`config.mk`:
```
export PLATFORM = sky130hd
export DESIGN_NAME = tps_filter
export DESIGN_NICKNAME = d
export VERILOG_FILES = /design/src/rtl/tps_pkg.sv /design/src/rtl/tps_delay_line.sv /design/src/rtl/tps_hold_voter.sv /design/src/rtl/tps_filter.sv
export SDC_FILE = /design/constraint.sdc
export NUM_CORES = 1
export LEC_CHECK = 0
export BUFFER_PORTS_ARGS = -buffer_cell sky130_fd_sc_hd__buf_2
export CAP_MARGIN = 20
export CORE_AREA = 2 2 56 48
export CTS_CLUSTER_DIAMETER = 100
export DETAILED_ROUTE_END_ITERATION = 16
export DIE_AREA = 0 0 58 50
export PLACE_DENSITY = 0.7
export SYNTH_ARGS = -nofsm -noshare
export SYNTH_HDL_FRONTEND = slang
export SYNTH_SLANG_ARGS = --single-unit
```
`constraint.sdc`:
```
create_clock -name clk -period 0.8 [get_ports clk]
set_input_delay 0.12 -clock clk [delete_from_list [all_inputs] [get_ports clk]]
set_output_delay 0.12 -clock clk [all_outputs]
set_load 0.01 [all_outputs]
```
`src/rtl/tps_pkg.sv`:
```
package tps_pkg;
  typedef enum logic {
    TPS_DELAY = 1'b0,
    TPS_DUAL  = 1'b1
  } tps_mode_e;
endpackage

```
`src/rtl/tps_delay_line.sv`:
```
module tps_delay_line #(
  parameter int WIDTH = 8,
  parameter int DEPTH = 3
) (
  input  logic             clk,
  input  logic             rst,
  input  logic [WIDTH-1:0] din,
  output logic [WIDTH-1:0] dout
);
  localparam int LAST = DEPTH - 1;

  logic [WIDTH-1:0] stage [DEPTH];

  for (genvar i = 0; i < DEPTH; i++) begin : g_stage
    if (i == 0) begin : g_head
      always_ff @(posedge clk) begin
        if (rst) stage[0] <= '0;
        else     stage[0] <= din;
      end
      AST_DLY_HEAD: assert property (@(posedge clk) disable iff (rst)
        !rst |=> stage[0] == $past(din));
    end else begin : g_tail
      always_ff @(posedge clk) begin
        if (rst) stage[i] <= '0;
        else     stage[i] <= stage[i-1];
      end
      AST_DLY_SHIFT: assert property (@(posedge clk) disable iff (rst)
        !rst |=> stage[i] == $past(stage[i-1]));
    end
  end

  assign dout = stage[LAST];
endmodule

```
`src/rtl/tps_hold_voter.sv`:
```
module tps_hold_voter (
  input  logic clk,
  input  logic rst,
  input  logic copy_a,
  input  logic copy_b,
  output logic q
);
  logic both_hi;
  logic either_hi;
  logic q_next;

  assign both_hi   = copy_a & copy_b;
  assign either_hi = copy_a | copy_b;

  // selector steered by the voter's own registered output
  always_comb begin
    if (q) q_next = either_hi;
    else   q_next = both_hi;
  end

  always_ff @(posedge clk) begin
    if (rst) q <= 1'b0;
    else     q <= q_next;
  end

  AST_SET_BLOCKED: assert property (@(posedge clk) disable iff (rst)
    (!q && (copy_a != copy_b)) |=> !q);
  AST_CLEAR_BLOCKED: assert property (@(posedge clk) disable iff (rst)
    (q && (copy_a != copy_b)) |=> q);
  AST_AGREE_HIGH: assert property (@(posedge clk) disable iff (rst)
    (copy_a && copy_b) |=> q);
  AST_AGREE_LOW: assert property (@(posedge clk) disable iff (rst)
    (!copy_a && !copy_b) |=> !q);
endmodule

```
`src/rtl/tps_filter.sv`:
```
module tps_filter #(
  parameter int                  WIDTH = 8,
  parameter int                  DELAY = 3,
  parameter tps_pkg::tps_mode_e  MODE  = tps_pkg::TPS_DELAY
) (
  input  logic             clk,
  input  logic             rst,
  input  logic [WIDTH-1:0] din_a,
  input  logic [WIDTH-1:0] din_b,
  output logic [WIDTH-1:0] dout
);
  logic [WIDTH-1:0] second_copy;

  if (MODE == tps_pkg::TPS_DELAY) begin : g_delay
    logic unused_din_b;
    assign unused_din_b = ^din_b;
    tps_delay_line #(.WIDTH(WIDTH), .DEPTH(DELAY)) u_dly (
      .clk  (clk),
      .rst  (rst),
      .din  (din_a),
      .dout (second_copy)
    );
  end else begin : g_dual
    assign second_copy = din_b;
  end

  for (genvar b = 0; b < WIDTH; b++) begin : g_lane
    tps_hold_voter u_vote (
      .clk    (clk),
      .rst    (rst),
      .copy_a (din_a[b]),
      .copy_b (second_copy[b]),
      .q      (dout[b])
    );
  end
endmodule

```
Yosys cells after proc, flatten, opt, wreduce, memory -nomap -nowiden
Memory sizes are Yosys's and may differ from the RTL's.
Index checks and enable logic that the tools add are counted.
{"block": "word_totals", "register_bits": 8, "latch_bits": 0, "mem_bits_rw": 24, "rom_bits": 0, "input_bits": 18, "word_cells": 42, "memories": 1}
{"name": "g_delay.u_dly.stage", "words": 3, "word_bits": 8, "rd": 3, "rd_ports_with_merged_regs": 0, "wr": 3, "line_no": "tps_delay_line.sv:12", "rtl": "logic [WIDTH-1:0] stage [DEPTH];"}
{"block": "classes", "add_sub_neg": 0, "mul": 0, "n_div": 0, "n_lt_le_gt_ge": 0, "eq_ne": 0, "n_shift": 0, "mux": 14, "n_bitwise": 19, "reduce_logical": 0}
{"cell": "$mux W8", "n": 3}
{"cell": "$mux W1", "n": 11}
{"cell": "$or A1 B1 Y1", "n": 11}
{"cell": "$and A1 B1 Y1", "n": 8}

Longest topological paths before layout
{"block": "logic_depth", "word_depth": 3, "depth_mapped": 2}

Cells and area by module
A second synthesis with hierarchy kept.
{"block": "unflattened", "hier_cells": 82, "hier_area_um2": 963.4}
{"module": "tps_delay_line", "instances": 1, "cells_per_inst": 50, "area_per_inst_um2": 693.2, "seq_area_each_um2": 480.5}
{"module": "tps_hold_voter", "instances": 8, "cells_per_inst": 4, "area_per_inst_um2": 33.8, "seq_area_each_um2": 20.0}

Worst setup path after synthesis
Ideal clock, no wire load.
{"block": "synth_timing", "kind": "reg2reg", "start": "register g_lane[0].u_vote.q", "end": "register g_lane[0].u_vote.q", "setup_time_ns": 0.119, "t_arrival_ns": 0.492, "t_required_ns": 0.681, "slack_ns": 0.189, "path_stages_with_launch": 3, "synth_period_minus_slack_ns": 0.611, "cell_sequence": "dfxtp_1 o21ai_0 a21oi_1"}
{"block": "synth_via", "elab_chain_len": 1}
{"element": "start, declared", "line_no": "tps_hold_voter.sv:6", "rtl": "output logic q"}
{"element": "start signal, assigned", "line_no": "tps_hold_voter.sv:23", "rtl": "else q <= q_next;"}
{"element": "$mux W1", "line_no": "tps_hold_voter.sv:17", "rtl": "if (q) q_next = either_hi;"}
Every way passes these cells.
A chain may end at the register's enable or synchronous reset.

Final worst setup path
{"block": "layout_timing", "start": "register g_lane[3].u_vote.q", "end": "output dout[3]"}
{"element": "start, declared", "line_no": "tps_hold_voter.sv:6"}
{"element": "start signal, assigned", "line_no": "tps_hold_voter.sv:23"}
{"element": "end, declared", "line_no": "tps_filter.sv:10", "rtl": "output logic [WIDTH-1:0] dout"}
No word-level cell between the ends.

==> flow_summary.ini <==
[placed_design]
gp_congestion = 0.613
dp_hpwl_um = 868
port_buffers = 17
dp_cells = 125
placed_area_um2 = 1040

[clock_tree]
cts_buffer_depth = 2
hold_buffers = 0
numCtsBuffers = 5
h-tree-depth = 2
insertion_delay_ns = 0.31
clkSlewWorstSetupHoldPaths_ns = 0.09
cts.sinks = 32
cts-root-buf = clkbuf_4
cts_tree = yes

[setup_path]
slowest_delay_ns = 0.34
end_kind = output pin
startpoint_type = flip-flop
crit_buf_inv = 1
crit_arrival_ns = 0.77
cpMaxStageDelayCell = dfxtp_2
cp.required_ns = 0.68
critPathMaxFanout = 3
timing.critical_path.max_delay_family = flip-flops
path_class = reg2out
path_cells = buf_6

[pwr]
switching_power_w = 0.000550
seq_power_share_pct = 60.1
p_per_area_nw_per_um2 = 2310
power_leakage_nw = 0.489
pwr-share-clk_pct = 35.3
power_w = 0.00276
ir_worst_vdd_uv = 1340
p_int_w = 0.00221
power_frac_comb_pct = 4.6
p_sw_share_pct = 19.9

[outcome]
violations = setup timing
outcome = complete, but fails checks

[floorplanning]
num_rows = 16
io_pins = 26
die_w_um = 58
initial_core_util_pct = 42.3
core-area_um2 = 2320
die_h_um = 50
die_area_um2 = 2900

[yosys]
ys_seq_elements = 32
synthCells = 91
synth_top_cells_by_area = dfxtp_1, nor2b_1, buf_4
syn_area_per_cell_um2 = 10.8
synth.cell_area_um2 = 983
async_flop_share_pct = 0
synth_cell_type_count = 6
synth_edf_count = 0
syn-num-nets = 109
synth_most_common_cell = dfxtp_1
synth_common_cells = dfxtp_1, nor2b_1, buf_4
netlist.top_cell.by_area = dfxtp_1
ys.warnings.count = 0
synth_flop_cell = dfxtp_1
ys_seq_area_share_pct = 65.1
synth_top_area_share_pct = 65.1

[final_layout]
fillers = 230
layout-drive-gt1-share_pct = 34.9
multi_input_area_um2 = 264
utilization_pct = 51.6
n_antenna_cell = 0
stdcell_area_um2 = 1200
final_cell_count_no_fill = 136
fin_nets = 127
regArea_um2 = 651
synthToLayoutAreaGrowth_pct = 21.9

[timing]
timing.fmax_mhz = 1130
tightestPinTransition_ns = 0.153
fin_crit_sh_pct = 111
final-setup-viol-count = 8
whs_ns = 0.0345
grt_setup_unrepaired = yes
slew_headroom_pct = 89.7
maxSlewViolCount = 0
final_hold_viol_count = 0
fin_crit_ns = 0.889
final.setup.worst_slack_ns = -0.0885
skew_ns = 0.00530

[global_route]
overflow = 0
grt_max_degree = 33
grt_antenna_before_repair = 0
grt_usage_pct = 12.3
grt_pass1_vias = 588
grt_pass1_wl_um = 2500

[route]
ant_nets = 0
drtIter0Drc = 11
drtPass1Iterations = 3
drcViolationCount = 0
vias_per_cell = 4.50
via_count = 612
wirelength_um = 1420
routedWlPerCell_um = 10.5

[worst_hold_path]
hold_class = in2reg

[flow_run]
cap_violations = 0
-- area by class of cell --
cell class,count,area share [%]
tap,27,2.82
clock buffer,7,5.43
sequential,32,54.3
timing repair buffer,22,15.4
multi-input combinational,48,22.0
-- per-stage QoR --
step | setup WS, ns | setup TNS [ns]
finish | -0.0885 | -0.641
detailed placement | 0.128 | 0
floorplan | 0.189 | 0
global placement | 0.176 | 0
global route | -0.152 | -1.07
CTS | -0.108 | -0.783
-- power groups by stage --
stage                     combinational [W]  sequential (W)  clock, W
after CTS                          0.000128         0.00166   0.00102
after floorplan                   0.0000746         0.00169         0
after detailed placement           0.000116         0.00170         0
after global routing               0.000145         0.00167   0.00110
after global placement             0.000110         0.00169         0
final                              0.000128         0.00166  0.000975
-- placed cells by master (no fill, tap or decap), drive strengths merged --
cell type / count
buf: 22
nor2b: 24
a21oi: 8
clkbuf: 7
o21ai: 8
dfxtp: 32
nand2: 8
-- state kept, by name, summed over array words and instances, names as in the netlist --
name / count
g_lane.u_vote.q: 8
g_delay.u_dly.stage: 24
-- cells by family after synthesis --
kind of cell,after synthesis,synth area share [%]
compound gates,16,8.14
buf+inv,11,8.40
flops,32,65.1
simple gates,32,18.3
-- repair_timing --
item,4_1_cts,5_1_grt
buffers inserted,4,0
endpoints found under the setup margin,8,11
gates resized for setup,17,4
-- routing by layer --
metal / GRT usage, % / vias up / share of wire [%]
met5: 0 / - / 0
met4: 9.30 / 0 / 2.0
met3: 6.82 / 5 / 6.3
met2: 18.8 / 16 / 48
met1: 12.4 / 277 / 44
li1: - / 314 / -
-- final timing paths --
check / from / end / slack [ns] / cells after the start
hold / removal: din_a[3] / g_delay.u_dly.stage[0][3] / 0.03 / 2
hold reg to reg: g_delay.u_dly.stage[0][6] / g_delay.u_dly.stage[1][6] / 0.44 / 1
setup / recovery: g_lane[3].u_vote.q / dout[3] / -0.09 / 1
setup reg to reg: g_lane[4].u_vote.q / g_lane[4].u_vote.q / 0.05 / 3
Power figures use the tool's default switching activity.
